## config.mk

```make
export PLATFORM = sky130hd
export DESIGN_NAME = flash_prog_seq
export DESIGN_NICKNAME = d
export VERILOG_FILES = /design/src/rtl/flash_seq_pkg.sv /design/src/rtl/fsp_code_array.sv /design/src/rtl/fsp_seq_fsm.sv /design/src/rtl/fsp_lock_ctrl.sv /design/src/rtl/fsp_read_port.sv /design/src/rtl/flash_prog_seq.sv
export SDC_FILE = /design/constraint.sdc
export NUM_CORES = 1
export LEC_CHECK = 0
export ABC_CLOCK_PERIOD_IN_PS = 3270
export BUFFER_PORTS_ARGS = -buffer_cell sky130_fd_sc_hd__buf_2
export CELL_PAD_IN_SITES_DETAIL_PLACEMENT = 0
export CELL_PAD_IN_SITES_GLOBAL_PLACEMENT = 2
export CORE_MARGIN = 1.5
export CORE_UTILIZATION = 46
export DETAILED_ROUTE_END_ITERATION = 8
export PLACE_DENSITY = 0.92
export SYNTH_ARGS = -nofsm -noshare
export SYNTH_HDL_FRONTEND = slang
export SYNTH_SLANG_ARGS = --single-unit
```

## constraint.sdc

```tcl
create_clock -name clk -period 3.27 [get_ports clk]
set_clock_uncertainty 0.15 [all_clocks]
set_input_delay 0.327 -clock clk [delete_from_list [all_inputs] [get_ports clk]]
set_output_delay 0.327 -clock clk [all_outputs]
set_load 0.01 [all_outputs]
```

## src/rtl/flash_seq_pkg.sv

```systemverilog
// Shared operation codes, sequencer states and signature lookup.
package flash_seq_pkg;
    localparam int BYTE_W = 8;

    typedef enum logic [2:0] {
        OP_NOP   = 3'd0,
        OP_BYTE  = 3'd1,
        OP_READ  = 3'd2,
        OP_ERASE = 3'd3,
        OP_LK1   = 3'd4,
        OP_LK2   = 3'd5,
        OP_LK3   = 3'd6,
        OP_RSV   = 3'd7
    } fs_op_e;

    typedef enum logic [1:0] {
        ST_IDLE,
        ST_WR_BUSY,
        ST_ER_HOLD,
        ST_ER_WAIT
    } fs_state_e;

    // Signature byte for a zero-extended address; hv selects the high-voltage code.
    function automatic logic [BYTE_W-1:0] sig_byte(input logic [31:0] a, input logic hv);
        case (a)
            32'h30:  sig_byte = 8'h1E;
            32'h31:  sig_byte = 8'h51;
            32'h32:  sig_byte = hv ? 8'hFF : 8'h05;
            default: sig_byte = 8'h00;
        endcase
    endfunction
endpackage

```

## src/rtl/fsp_code_array.sv

```systemverilog
// Code array model: 2**AW bytes, blank value all ones.
// Assumes that at most one of wr_en_i and erase_i is set in a cycle (erase wins).
module fsp_code_array
    import flash_seq_pkg::*;
#(
    parameter int AW = 6
) (
    input  logic              clk,
    input  logic              rst_n,
    input  logic              wr_en_i,
    input  logic [AW-1:0]     wr_addr_i,
    input  logic [BYTE_W-1:0] wr_data_i,
    input  logic              erase_i,
    input  logic [AW-1:0]     rd_addr_i,
    output logic [BYTE_W-1:0] rd_data_o,
    output logic [BYTE_W-1:0] wr_slot_o
);
    localparam int DEPTH = 1 << AW;

    logic [BYTE_W-1:0] mem [DEPTH];

    // Store: reset and erase fill with ones, a commit replaces one byte.
    always_ff @(posedge clk) begin
        if (!rst_n || erase_i) begin
            for (int i = 0; i < DEPTH; i++) mem[i] <= '1;
        end else if (wr_en_i) begin
            mem[wr_addr_i] <= wr_data_i;
        end
    end

    assign rd_data_o = mem[rd_addr_i];
    assign wr_slot_o = mem[wr_addr_i];


    only_clear_chk: assert property (@(posedge clk) disable iff (!rst_n)
        (wr_en_i && !erase_i) |=> ((mem[$past(wr_addr_i)] & ~$past(wr_slot_o)) == '0));


    erase_fill_chk: assert property (@(posedge clk) disable iff (!rst_n)
        erase_i |=> (mem[0] == '1 && mem[DEPTH-1] == '1));
endmodule

```

## src/rtl/fsp_seq_fsm.sv

```systemverilog
// Programming sequencer: detects strobe falling edges, times byte/lock writes,
// and measures the erase hold. Assumes WRITE_CYCLES >= 1 and ERASE_CYCLES >= 2.
module fsp_seq_fsm
    import flash_seq_pkg::*;
#(
    parameter int AW           = 6,
    parameter int WRITE_CYCLES = 24,
    parameter int ERASE_CYCLES = 60
) (
    input  logic              clk,
    input  logic              rst_n,
    input  logic [2:0]        op_i,
    input  logic              prog_en_i,
    input  logic              prog_n_i,
    input  logic              wr_blocked_i,
    input  logic [AW-1:0]     addr_i,
    input  logic [BYTE_W-1:0] data_i,
    input  logic [BYTE_W-1:0] cur_byte_i,
    output logic              busy_o,
    output logic              byte_commit_o,
    output logic              lock_commit_o,
    output logic [1:0]        lock_sel_o,
    output logic              erase_o,
    output logic              poll_o,
    output logic [AW-1:0]     tgt_addr_o,
    output logic [BYTE_W-1:0] tgt_data_o
);
    localparam int MAXC  = (WRITE_CYCLES > ERASE_CYCLES) ? WRITE_CYCLES : ERASE_CYCLES;
    localparam int CNT_W = $clog2(MAXC + 1);

    fs_state_e         state;
    logic [CNT_W-1:0]  cnt;
    logic              prog_q;
    logic              is_lock;
    logic              fall, req_ok, wr_last, er_last, commit;
    fs_op_e            op;

    assign op      = fs_op_e'(op_i);
    assign fall    = prog_q && !prog_n_i;
    assign req_ok  = (state == ST_IDLE) && fall && prog_en_i;
    assign wr_last = (cnt == CNT_W'(WRITE_CYCLES - 1));
    assign er_last = (cnt == CNT_W'(ERASE_CYCLES - 1));

    // Sequencer state, counter and captured write target.
    always_ff @(posedge clk) begin
        if (!rst_n) begin
            state      <= ST_IDLE;
            cnt        <= '0;
            prog_q     <= 1'b1;
            is_lock    <= 1'b0;
            lock_sel_o <= '0;
            tgt_addr_o <= '0;
            tgt_data_o <= '1;
        end else begin
            prog_q <= prog_n_i;
            case (state)
                ST_IDLE: begin
                    if (req_ok) begin
                        case (op)
                            OP_BYTE: begin
                                if (!wr_blocked_i) begin
                                    state      <= ST_WR_BUSY;
                                    cnt        <= '0;
                                    is_lock    <= 1'b0;
                                    tgt_addr_o <= addr_i;
                                    tgt_data_o <= cur_byte_i & data_i;
                                end
                            end
                            OP_LK1, OP_LK2, OP_LK3: begin
                                state      <= ST_WR_BUSY;
                                cnt        <= '0;
                                is_lock    <= 1'b1;
                                lock_sel_o <= op_i[1:0];
                            end
                            OP_ERASE: begin
                                state <= ST_ER_HOLD;
                                cnt   <= CNT_W'(1);
                            end
                            default: ;
                        endcase
                    end
                end
                ST_WR_BUSY: begin
                    if (wr_last) state <= ST_IDLE;
                    else         cnt   <= cnt + 1'b1;
                end
                ST_ER_HOLD: begin
                    if (prog_n_i)     state <= ST_IDLE;
                    else if (er_last) state <= ST_ER_WAIT;
                    else              cnt   <= cnt + 1'b1;
                end
                ST_ER_WAIT: begin
                    if (prog_n_i) state <= ST_IDLE;
                end
                default: state <= ST_IDLE;
            endcase
        end
    end

    assign commit        = (state == ST_WR_BUSY) && wr_last;
    assign busy_o        = (state != ST_IDLE);
    assign byte_commit_o = commit && !is_lock;
    assign lock_commit_o = commit && is_lock;
    assign erase_o       = (state == ST_ER_HOLD) && !prog_n_i && er_last;
    assign poll_o        = (state == ST_WR_BUSY) && !is_lock;


    wr_start_chk: assert property (@(posedge clk) disable iff (!rst_n)
        (req_ok && op == OP_BYTE && !wr_blocked_i) |=> (busy_o && poll_o));


    busy_ignore_chk: assert property (@(posedge clk) disable iff (!rst_n)
        (state == ST_WR_BUSY && !wr_last) |=> ($stable(tgt_addr_o) && $stable(tgt_data_o)));


    wr_refuse_chk: assert property (@(posedge clk) disable iff (!rst_n)
        (req_ok && op == OP_BYTE && wr_blocked_i) |=> !busy_o);
endmodule

```

## src/rtl/fsp_lock_ctrl.sv

```systemverilog
// Lock bits and external-access capture. Lock bits only set through a lock
// commit and only clear through chip erase.
module fsp_lock_ctrl (
    input  logic       clk,
    input  logic       rst_n,
    input  logic       lock_wr_i,
    input  logic [1:0] lock_sel_i,
    input  logic       erase_i,
    input  logic       run_rst_i,
    input  logic       ea_n_i,
    output logic       wr_blocked_o,
    output logic       vfy_blocked_o,
    output logic       ext_fetch_o
);
    logic [2:0] lb;
    logic       ea_lat;
    logic       ea_eff_n;

    // Lock bit storage.
    always_ff @(posedge clk) begin
        if (!rst_n || erase_i) begin
            lb <= '0;
        end else if (lock_wr_i) begin
            case (lock_sel_i)
                2'd0:    lb[0] <= 1'b1;
                2'd1:    lb[1] <= 1'b1;
                2'd2:    lb[2] <= 1'b1;
                default: ;
            endcase
        end
    end

    // Capture the external-access strap while device reset is held.
    always_ff @(posedge clk) begin
        if (!rst_n)         ea_lat <= 1'b1;
        else if (run_rst_i) ea_lat <= ea_n_i;
    end

    assign ea_eff_n      = lb[0] ? ea_lat : ea_n_i;
    assign wr_blocked_o  = lb[0];
    assign vfy_blocked_o = lb[0] & lb[1];
    assign ext_fetch_o   = !ea_eff_n && !(&lb);


    lock_hold_chk: assert property (@(posedge clk) disable iff (!rst_n)
        (!lock_wr_i && !erase_i) |=> $stable(lb));


    lock_clear_chk: assert property (@(posedge clk) disable iff (!rst_n)
        erase_i |=> (lb == 3'b000));
endmodule

```

## src/rtl/fsp_read_port.sv

```systemverilog
// Registered read path: signature, verify lock gating, data polling, array data.
module fsp_read_port
    import flash_seq_pkg::*;
#(
    parameter int   AW      = 6,
    parameter logic HV_PART = 1'b1
) (
    input  logic              clk,
    input  logic              rst_n,
    input  logic [2:0]        op_i,
    input  logic [1:0]        sig_sel_n_i,
    input  logic [AW-1:0]     addr_i,
    input  logic [BYTE_W-1:0] arr_byte_i,
    input  logic              vfy_blocked_i,
    input  logic              poll_i,
    input  logic [AW-1:0]     tgt_addr_i,
    input  logic [BYTE_W-1:0] tgt_data_i,
    output logic [BYTE_W-1:0] rdata_o
);
    logic              is_read, is_sig;
    logic [BYTE_W-1:0] nxt;

    assign is_read = (fs_op_e'(op_i) == OP_READ);
    assign is_sig  = (sig_sel_n_i == 2'b00);

    // Select the next read byte by priority.
    always_comb begin
        if (!is_read)
            nxt = '0;
        else if (is_sig)
            nxt = sig_byte(32'(addr_i), HV_PART);
        else if (vfy_blocked_i)
            nxt = '0;
        else if (poll_i && addr_i == tgt_addr_i)
            nxt = {~tgt_data_i[BYTE_W-1], tgt_data_i[BYTE_W-2:0]};
        else
            nxt = arr_byte_i;
    end

    // Output register.
    always_ff @(posedge clk) begin
        if (!rst_n) rdata_o <= '0;
        else        rdata_o <= nxt;
    end


    vfy_block_chk: assert property (@(posedge clk) disable iff (!rst_n)
        (is_read && !is_sig && vfy_blocked_i) |=> (rdata_o == '0));


    sig_id_chk: assert property (@(posedge clk) disable iff (!rst_n)
        (is_read && is_sig && 32'(addr_i) == 32'h31) |=> (rdata_o == 8'h51));


    idle_zero_chk: assert property (@(posedge clk) disable iff (!rst_n)
        !is_read |=> (rdata_o == '0));
endmodule

```

## src/rtl/flash_prog_seq.sv

```systemverilog
// Top: programming-mode controller for the code array. Connects the sequencer,
// the array, the lock bits and the read port. Inputs are assumed synchronous to clk.
module flash_prog_seq
    import flash_seq_pkg::*;
#(
    parameter int   ARR_AW       = 6,
    parameter int   WRITE_CYCLES = 24,
    parameter int   ERASE_CYCLES = 60,
    parameter logic HV_PART      = 1'b1
) (
    input  logic              clk,
    input  logic              rst_n,
    input  logic [2:0]        op_i,
    input  logic [ARR_AW-1:0] addr_i,
    input  logic [7:0]        data_i,
    input  logic [1:0]        sig_sel_n_i,
    input  logic              prog_en_i,
    input  logic              prog_n_i,
    input  logic              run_rst_i,
    input  logic              ea_n_i,
    output logic [7:0]        rdata_o,
    output logic              ready_o,
    output logic              ext_fetch_o
);
    logic              busy, byte_commit, lock_commit, erase, poll;
    logic              wr_blocked, vfy_blocked;
    logic [1:0]        lock_sel;
    logic [ARR_AW-1:0] tgt_addr;
    logic [BYTE_W-1:0] tgt_data, arr_byte, slot_byte;

    fsp_seq_fsm #(
        .AW(ARR_AW), .WRITE_CYCLES(WRITE_CYCLES), .ERASE_CYCLES(ERASE_CYCLES)
    ) seq_i (
        .clk(clk), .rst_n(rst_n), .op_i(op_i), .prog_en_i(prog_en_i),
        .prog_n_i(prog_n_i), .wr_blocked_i(wr_blocked), .addr_i(addr_i),
        .data_i(data_i), .cur_byte_i(arr_byte), .busy_o(busy),
        .byte_commit_o(byte_commit), .lock_commit_o(lock_commit),
        .lock_sel_o(lock_sel), .erase_o(erase), .poll_o(poll),
        .tgt_addr_o(tgt_addr), .tgt_data_o(tgt_data)
    );

    fsp_code_array #(.AW(ARR_AW)) arr_i (
        .clk(clk), .rst_n(rst_n), .wr_en_i(byte_commit), .wr_addr_i(tgt_addr),
        .wr_data_i(tgt_data), .erase_i(erase), .rd_addr_i(addr_i),
        .rd_data_o(arr_byte), .wr_slot_o(slot_byte)
    );

    fsp_lock_ctrl lock_i (
        .clk(clk), .rst_n(rst_n), .lock_wr_i(lock_commit), .lock_sel_i(lock_sel),
        .erase_i(erase), .run_rst_i(run_rst_i), .ea_n_i(ea_n_i),
        .wr_blocked_o(wr_blocked), .vfy_blocked_o(vfy_blocked),
        .ext_fetch_o(ext_fetch_o)
    );

    fsp_read_port #(.AW(ARR_AW), .HV_PART(HV_PART)) rd_i (
        .clk(clk), .rst_n(rst_n), .op_i(op_i), .sig_sel_n_i(sig_sel_n_i),
        .addr_i(addr_i), .arr_byte_i(arr_byte), .vfy_blocked_i(vfy_blocked),
        .poll_i(poll), .tgt_addr_i(tgt_addr), .tgt_data_i(tgt_data),
        .rdata_o(rdata_o)
    );

    assign ready_o = !busy;


    poll_commit_chk: assert property (@(posedge clk) disable iff (!rst_n)
        byte_commit |=> (!busy && slot_byte == $past(tgt_data)));
endmodule

```

==> impl_metrics.yaml, run 1 <==
global_routing:
  use_met2: 0.382
  busiest_layer: "met2"
  grt_pass1_wl_mm: 101
  grtUsageTotal: 0.238
  grt.overflow.total: 0
  grt_max_degree: 66
  grt_pass1_vias: 16200
  grt_util_met1: 0.332
  met3_usage: 0.0395
  antenna_found_initial: 4
clock_tree:
  cts_tree: "yes"
  cts_max_level: 2
  clk_latency_ns: 0.62
  numClockSinks: 550
  cts_setup_buffers: 0
  clock_path_buffers: 3
  numCtsBuffers: 56
  cts-root-buf: "clkbuf_16"
  clkTransAtPathRegs_ns: 0.06
  post_cts_resize_count: 0
floorplanning:
  core_area_mm2: 0.0550
  die_width_um: 239
  die_area_mm2: 0.0569
  die_h_um: 239
  initial_core_util: 0.464
  ios: 35
  num_rows: 86
outcome:
  status: "completed"
place:
  numPortBuffers: 34
  dpl.hpwl_mm: 44.2
  gp_congestion: 0.862
drt:
  ant_nets: 0
  wl_per_cell_um: 24.7
  first_iter_violations: 1826
  drt_wl_total_mm: 67.1
  post-route-drc-count: 0
  viasPerCell: 6.03
  vias: 16400
  drt_pass1_iterations: 5
run:
  maxCapViolations: 0
critical_path:
  cp_top_family: "simple AND/OR/NAND/NOR gates"
  critPathMostFrequentCell: "nand2b_1"
  path_max_fanout: 8
  crit_required_ns: 3.39
  crit_path_start_kind: "register"
  path_buf_inv: 2
  critPathSlowestCell: "nand2b_1"
  crit_arrival_ns: 3.13
  crit_type: "register to register"
  path_cells: "inv_1 > ha_1 > nand2b_1 > o41a_2 > nand3_2 > nor3b_4 > buf_4 > and2_0 > nand2b_1"
  cp-end-kind: "register"
  slowest_delay_ns: 0.40
synth:
  synth_area_mm2: 0.0255
  yosysTopAreaCell: "edfxtp_1"
  seq_area_frac_synth: 0.632
  avgSynthCellArea_um2: 13.3
  ys_ff_latch: 550
  ys_types: 62
  ys.flop_type: "edfxtp_1"
  postSynth.asyncResetShare: 0
  synth_area_leaders: "edfxtp_1 (60%), mux4_2 (8.7%), nand3_1 (7.4%), nand2_1 (3.5%), dfxtp_1 (3.0%)"
  ys_warn_count: 0
  synthCells: 1917
  syn-num-nets: 1949
  synth_edf_count: 512
  synth_top_area_frac: 0.602
finish:
  syn2layout_area_growth_pct: 13.0
  drive_above_1_share: 0.217
  final_core_util: 0.525
  fin_nets: 1951
  antenna_cells: 0
sta:
  setup_tns_ns: 0
  max_freq_ghz: 0.332
  max_slew.worst_pin.slew_ns: 0.752
  finalSetupViolCount: 0
  hold_violations: 0
  period_minus_slack_ns: 3.01
  slew_viol_final: 0
  slew_headroom: 0.498
  min_period_over_period: 0.922
  grt_setup_unrepaired: "no"
power_and_ir_drop:
  p_per_area_mw_per_mm2: 549
  power.leakage_nw: 9.45
  vdd_drop_max_uv: 430
min_path:
  hold_path.class: "input port to register"
[cells in the final DEF (no fill, tap or decap), drive strengths merged, types with 12 or more instances in the layout]
cell,instances
o221ai,15
clkbuf,83
nand2b,27
mux2,16
a221oi,12
a21oi,41
inv,15
clkinv,15
or2,53
buf,148
nand2,238
mux2i,75
nor2,24
dlygate4sd3,16
edfxtp,512
dfxtp,38
o21ai,28
nand3,378
mux4,104
and2,12
[cell families (layout without fill, tap and decap cells)]
family / Yosys count / count (layout) / share of synthesized area
DFF: 550 / 550 / 0.632
buffers and inverters: 233 / 282 / 0.0430
AOI/OAI and AO/OA: 144 / 144 / 0.0389
xor gates and xnor gates: 7 / 7 / 0.00240
adders and majority gates: 7 / 7 / 0.00343
and+or+nand+nor: 781 / 781 / 0.151
muxes: 195 / 195 / 0.129
[stage by stage]
step / area [um^2] / total power, mW / hold WS (ns) / setup WS, ns / cells
finish: 28900 / 15.9 / 0.0635 / 0.255 / 2714
detailed placement: 26900 / 9.56 / 0.314 / 0.241 / 2593
global placement: 26900 / 9.52 / 0.315 / 0.321 / 2593
floorplan: 25500 / 9.07 / 0.250 / 0.557 / 1917
global route: 28900 / 16.3 / 0.0778 / 0.0725 / 2714
CTS: 28900 / 15.9 / 0.0288 / 0.206 / 2714
[path summary, 6_finish.rpt]
path                  start                to  slack, ns  cells past startpoint
max          seq_i.state[0]  arr_i.mem[27][3]       0.26                      9
min                 op_i[2]      seq_i.cnt[0]       0.06                      3
max reg2reg  seq_i.state[0]  arr_i.mem[27][3]       0.26                      9
min reg2reg    lock_i.lb[2]      lock_i.lb[2]       0.33                      2
[state kept, by name, indices dropped and copies added (netlist names)]
register / count
seq_i.tgt_addr_o: 6
seq_i.tgt_data_o: 8
seq_i.prog_q: 1
lock_i.lb: 3
arr_i.mem: 512
seq_i.cnt: 6
rd_i.rdata_o: 8
seq_i.is_lock: 1
seq_i.state: 2
lock_i.ea_lat: 1
seq_i.lock_sel_o: 2
[timing repair]
action / CTS / global route
setup endpoints to repair: 0 / 0
endpoints found under the hold margin: 17 / 0
hold buffers: 16 / 0
[cell usage after synthesis (all sizes together) (24+ instances only)]
library cell / n
mux4: 104
nand3: 378
a21oi: 41
mux2i: 75
clkbuf: 131
edfxtp: 512
or2: 53
nor2: 24
buf: 89
nand2: 238
o21ai: 28
nand2b: 27
dfxtp: 38
[worst reg2reg max path: cells and delay by family (launching register included)]
kind / cells / cell delay, ns
AOI/OAI and AO/OA: 1 / 0.20
adders and majority gates: 1 / 0.24
buffers and inverters: 2 / 0.27
DFF: 1 / 0.39
and+or+nand+nor: 5 / 1.41
[where the power goes]
part           switching [mW]  internal, mW
sequential              0.132          8.01
combinational           0.785         0.509
clock                    2.67          3.74
[final cells by class]
cell class                 count  area, um^2
fill                        4517       26100
sequential                   550       16100
multi-input combinational   1134        8360
clock buffer                  83        1620
timing repair buffer         164        1540
tap                          748         936
clock inverter                22         220
inverter                      13        48.8
[routing by layer]
layer	vias to the layer above	part of all wire	routed length, um
met3	123	0.093	6220
met2	806	0.48	32000
met5	-	0	0
met1	8200	0.40	26900
met4	0	0.031	2070
li1	7232	-	-
Power figures use the tool's default switching activity.
==> inputs of run 2 (changes only) <==
Settings changed: ABC_CLOCK_PERIOD_IN_PS 3270 to 2830, CORE_UTILIZATION 46 to 40, PLACE_DENSITY 0.92 to 0.83.
Clock period 3.27 ns to 2.83 ns, I/O delays scaled along.
==> impl_metrics.yaml, run 2 (synthesis gave the netlist of run 1 again) <==
drt:
  drt_wl_total_mm: 71.7
  vias: 16700
  ant_nets: 0
  first_iter_violations: 1929
  viasPerCell: 5.80
  wl_per_cell_um: 25.0
  post-route-drc-count: 0
  drt_pass1_iterations: 6
global_routing:
  grt_pass1_vias: 16600
  grt_pass1_wl_mm: 107
  grt.overflow.total: 0
  grt_max_degree: 66
  grtUsageTotal: 0.217
  antenna_found_initial: 1
finish:
  fill_cells: 5555
  top_register: "arr_i.mem"
  final_cells: 2873
  register_area_mm2: 0.0161
  fin_nets: 2014
  syn2layout_area_growth_pct: 16.1
  final_core_util: 0.470
  multi_input_area_mm2: 0.00850
  largest_reg_flops: 512
  final_common_cell: "edfxtp_1"
  reg_top3: "arr_i.mem (512), rd_i.rdata_o (8), seq_i.tgt_data_o (8)"
  final_cell_mix: "edfxtp_1 (512), nand3_1 (377), nand2_1 (212)"
  drive_above_1_share: 0.258
  antenna_cells: 0
power_and_ir_drop:
  vdd_drop_max_uv: 444
  power_mw: 18.5
  power.leakage_nw: 9.80
  p_per_area_mw_per_mm2: 624
clock_tree:
  cts-root-buf: "clkbuf_16"
  numClockSinks: 550
  cts_max_level: 2
  cts_tree: "yes"
  numCtsBuffers: 56
  clock_path_buffers: 3
  clkTransAtPathRegs_ns: 0.06
  clk_latency_ns: 0.62
place:
  gp_congestion: 0.849
  numPortBuffers: 34
  dp.cells: 2743
  dpl.hpwl_mm: 46.1
critical_path:
  cp-end-kind: "register"
  critPathSlowestCell: "dfxtp_2"
  path_cells: "ha_2 > inv_1 > nor4_4 > nor3b_4 > nor3b_4 > buf_4 > clkbuf_16 > nand2_1 > or2_1"
  slowest_delay_ns: 0.36
  crit_type: "register to register"
  crit_path_start_kind: "register"
  crit_required_ns: 3.04
  reg2regPathDepth: 9
  crit_arrival_ns: 3.01
  critPathMostFrequentCell: "nor3b_4"
  path_max_fanout: 5
floorplanning:
  die_width_um: 256
  ios: 35
  initial_core_util: 0.405
  core_area_mm2: 0.0631
  die_area_mm2: 0.0654
  num_rows: 92
  die_h_um: 256
outcome:
  status: "completed"
sta:
  slew_viol_final: 0
  holdWs_ns: 0.0370
  period_minus_slack_ns: 2.80
  max_slew.worst_pin.slew_ns: 0.738
  max_freq_ghz: 0.357
  finalSetupViolCount: 0
  hold_violations: 0
  min_period_over_period: 0.989
  slew_headroom: 0.508
min_path:
  hold_path.class: "input port to register"
  whs_path_depth: 5
run:
  maxCapViolations: 0
[run 2: cell types whose count changed in the layout (fill, tap and decap cells not counted), sizes merged]
cell,before,now
clkinv,15,24
bufinv,4,7
clkbuf,83,71
clkinvlp,1,3
dlygate4sd3,16,19
inv,15,14
buf,148,205
[run 2: cell type report]
| type | instances | share of cell area |
|---|---|---|
| flip-flops and latches | 550 | 0.544 |
| multi-input cells | 1134 | 0.287 |
| repair buffers | 227 | 0.0701 |
| clock buffers | 68 | 0.0495 |
| well taps | 846 | 0.0357 |
| clock inverters | 35 | 0.0119 |
| inverters | 13 | 0.00165 |
[run 2: metrics by stage]
stage                     setup TNS [ns]  worst slack (ns)  instance area [um^2]
after floorplan                        0             0.117                 25500
after global placement            -0.847            -0.212                 27400
after global routing              -0.473           -0.0271                 29600
final                                  0            0.0297                 29600
after detailed placement           -2.01            -0.258                 27400
after CTS                         -0.162           -0.0150                 29400
[run 2: report_power, final]
group / total (mW) / internal [mW] / switching [mW] / leakage [nW]
combinational: 1.58 / 0.642 / 0.942 / 3.43
sequential: 9.42 / 9.26 / 0.157 / 5.47
clock: 7.51 / 4.32 / 3.19 / 0.894
total: 18.5 / 14.2 / 4.29 / 9.80
[run 2: final timing paths]
kind	end	startpoint	slack [ns]
hold / removal	seq_i.lock_sel_o[1]	op_i[2]	0.04
setup / recovery	arr_i.mem[32][7]	seq_i.cnt[0]	0.03
setup reg to reg	arr_i.mem[32][7]	seq_i.cnt[0]	0.03
hold reg to reg	seq_i.cnt[1]	seq_i.cnt[1]	0.33
[run 2: critical path, delay by kind of cell, from the launching register on]
family / cells / cell delay (ns)
simple gates: 5 / 1.35
fa+ha+maj: 1 / 0.21
buf+inv: 3 / 0.48
flops: 1 / 0.36
[run 2: layer usage]
layer | GRT usage | up-vias | wire length [um]
li1 | - | 7364 | -
met1 | 0.296 | 8386 | 28700
met2 | 0.351 | 778 | 34300
met3 | 0.0357 | 138 | 6110
met4 | 0.0768 | 0 | 2600
met5 | 0 | - | 0
[run 2: repair_timing]
action	in CTS	in global routing
setup endpoints to repair	95	506
gates cloned	0	2
pin swaps	0	3
setup buffers	0	6
hold endpoints to repair	17	0
resized for setup	8	40
hold buffers	19	0
==> inputs of run 3 (changes only) <==
Settings changed: ABC_CLOCK_PERIOD_IN_PS 2830 to 2310, PLACE_DENSITY 0.83 to 0.86.
Clock period 2.83 ns to 2.31 ns, I/O delays scaled along.
==> impl_metrics.yaml, run 3 (synthesis gave the netlist of run 1 again) <==
finish:
  fin_nets: 2168
  postLayoutCellArea_mm2: 0.0332
  top_register: "arr_i.mem"
  antenna_cells: 0
  final_cell_mix: "edfxtp_1 (512), nand3_1 (254), buf_4 (167)"
  largest_reg_flops: 512
  final_common_cell: "edfxtp_1"
  syn2layout_area_growth_pct: 30.2
  reg_top3: "arr_i.mem (512), rd_i.rdata_o (8), seq_i.tgt_data_o (8)"
  drive_above_1_share: 0.427
floorplanning:
  die_width_um: 256
  core_area_mm2: 0.0631
  initial_core_util: 0.405
  die_area_mm2: 0.0654
  die_h_um: 256
  num_rows: 92
  ios: 35
sta:
  max_freq_ghz: 0.401
  hold_violations: 0
  setup_ws_ns: -0.184
  min_period_over_period: 1.08
  period_minus_slack_ns: 2.49
  slew_headroom: 0.428
  slew_viol_final: 0
  max_slew.worst_pin.slew_ns: 0.858
  grt_setup_unrepaired: "yes"
  finalSetupViolCount: 934
critical_path:
  crit_type: "register to register"
  crit_required_ns: 2.50
  cp_top_family: "simple AND/OR/NAND/NOR gates"
  reg2regPathDepth: 12
  critPathSlowestCell: "dfxtp_4"
  path_buf_inv: 6
  path_max_fanout: 8
  r2r_slack_ns: -0.18
  slowest_delay_ns: 0.36
  r2r_start: "seq_i.state[1]"
  cp-end-kind: "register"
  r2r-end: "arr_i.mem[13][2]"
  crit_path_start_kind: "register"
  crit_arrival_ns: 2.68
  path_cells: "inv_4 > ha_4 > inv_4 > nor4_4 > buf_4 > nand3_4 > nor3b_4 > buf_6 > buf_12 > nand2_4 > nand2_2 > buf_6"
drt:
  viasPerCell: 5.73
  first_iter_violations: 1763
  ant_nets: 0
  wl_per_cell_um: 24.0
  drt_pass1_iterations: 5
  post-route-drc-count: 0
  drt_wl_total_mm: 72.6
  vias: 17400
place:
  gp_congestion: 0.879
  numPortBuffers: 34
  dpl_cell_area_mm2: 0.0285
  dpl.hpwl_mm: 46.9
  place_ws_ns: -0.354
clock_tree:
  clk_latency_ns: 0.63
  clock_path_buffers: 3
  numCtsBuffers: 56
  cts-root-buf: "clkbuf_16"
  clkTransAtPathRegs_ns: 0.06
  numClockSinks: 550
  cts_max_level: 2
  cts_tree: "yes"
min_path:
  holdPathEnd: "lock_i.lb[2]"
  hp-start: "prog_n_i"
  hold_path.class: "input port to register"
  whs_path_depth: 5
outcome:
  failed_checks: "setup timing"
  status: "complete, but fails checks"
power_and_ir_drop:
  p_clk_frac: 0.392
  vdd_drop_max_uv: 629
  pwr-share-comb: 0.100
  switching_share: 0.234
  p_int_mw: 17.4
  p_seq_frac: 0.508
  power.leakage_nw: 11.3
  p_per_area_mw_per_mm2: 684
  switchingPower_mw: 5.32
global_routing:
  antenna_found_initial: 4
  grt_max_degree: 67
  grt_pass1_wl_mm: 106
  grtUsageTotal: 0.215
  grt.overflow.total: 0
  grt_pass1_vias: 17100
run:
  maxCapViolations: 0
==> run 3: cell types whose count changed in the layout (fill, tap and decap cells not counted), sizes merged <==
cell | previous run | this run
buf | 205 | 352
bufinv | 7 | 4
clkbuf | 71 | 82
clkinvlp | 3 | 2
inv | 14 | 16
==> run 3: stage by stage <==
stage               utilization  power, mW  hold slack, ns  cells  setup TNS [ns]
floorplan                     -       12.9           0.154   1917           -1.33
global placement          0.452       13.8           0.311   2852         -106.44
detailed placement        0.452       13.8           0.314   2852         -155.42
CTS                       0.492       22.7         0.00761   2988          -86.24
global route              0.527       23.4          0.0349   3029         -180.48
finish                    0.527       22.7          0.0381   3029          -88.67
==> run 3: power groups by stage <==
stage / Sequential (mW) / Combinational (mW) / Clock, mW
2_1_floorplan: 11.6 / 1.22 / 0
3_3_place_gp: 11.7 / 2.03 / 0
3_5_place_dp: 11.7 / 2.07 / 0
4_1_cts: 11.5 / 2.14 / 8.99
5_1_grt: 11.6 / 2.41 / 9.39
6_report: 11.6 / 2.27 / 8.91
==> run 3: worst register-to-register path, stage by stage (launching register included) <==
cell and delay (ns):
dfxtp_4 0.36, inv_4 0.06, ha_4 0.14, inv_4 0.04
nor4_4 0.27, buf_4 0.16, nand3_4 0.12, nor3b_4 0.31
buf_6 0.18, buf_12 0.14, nand2_4 0.06, nand2_2 0.07
buf_6 0.14
==> run 3: cell type report <==
cell class / instances / area, um^2
Multi-Input combinational cell: 1134 / 9980
Inverter: 13 / 53.8
Clock inverter: 33 / 277
Tap cell: 846 / 1060
Sequential cell: 550 / 16200
Fill cell: 5180 / 29800
Timing Repair Buffer: 381 / 4210
Clock buffer: 72 / 1500
==> run 3: worst max path at each step <==
stage / slack, ns / cells after the start / end / startpoint
after global routing: -0.27 / 12 / arr_i.mem[13][2] / seq_i.state[1]
final: -0.18 / 12 / arr_i.mem[13][2] / seq_i.state[1]
after detailed placement: -0.35 / 8 / rd_i.rdata_o[4] / addr_i[0]
after CTS: -0.19 / 9 / arr_i.mem[16][0] / seq_i.cnt[5]
after global placement: -0.34 / 10 / rd_i.rdata_o[0] / addr_i[0]
after floorplan: -0.06 / 6 / arr_i.mem[41][0] / seq_i.cnt[3]
==> run 3: metal layers <==
| layer | up-vias | GRT usage | share of wire |
|---|---|---|---|
| met5 | - | 0 | 0.00048 |
| met1 | 8712 | 0.290 | 0.40 |
| met3 | 160 | 0.0454 | 0.083 |
| li1 | 7704 | - | - |
| met2 | 773 | 0.337 | 0.48 |
| met4 | 6 | 0.0889 | 0.035 |
==> run 3: timing repair <==
action                     4_1_cts  5_1_grt
pin swaps                        7       12
hold endpoints to repair        18        0
cloned                           3        9
hold buffers                    19        0
setup buffers                   11       37
setup endpoints to repair      924      975
resized for setup              113      418
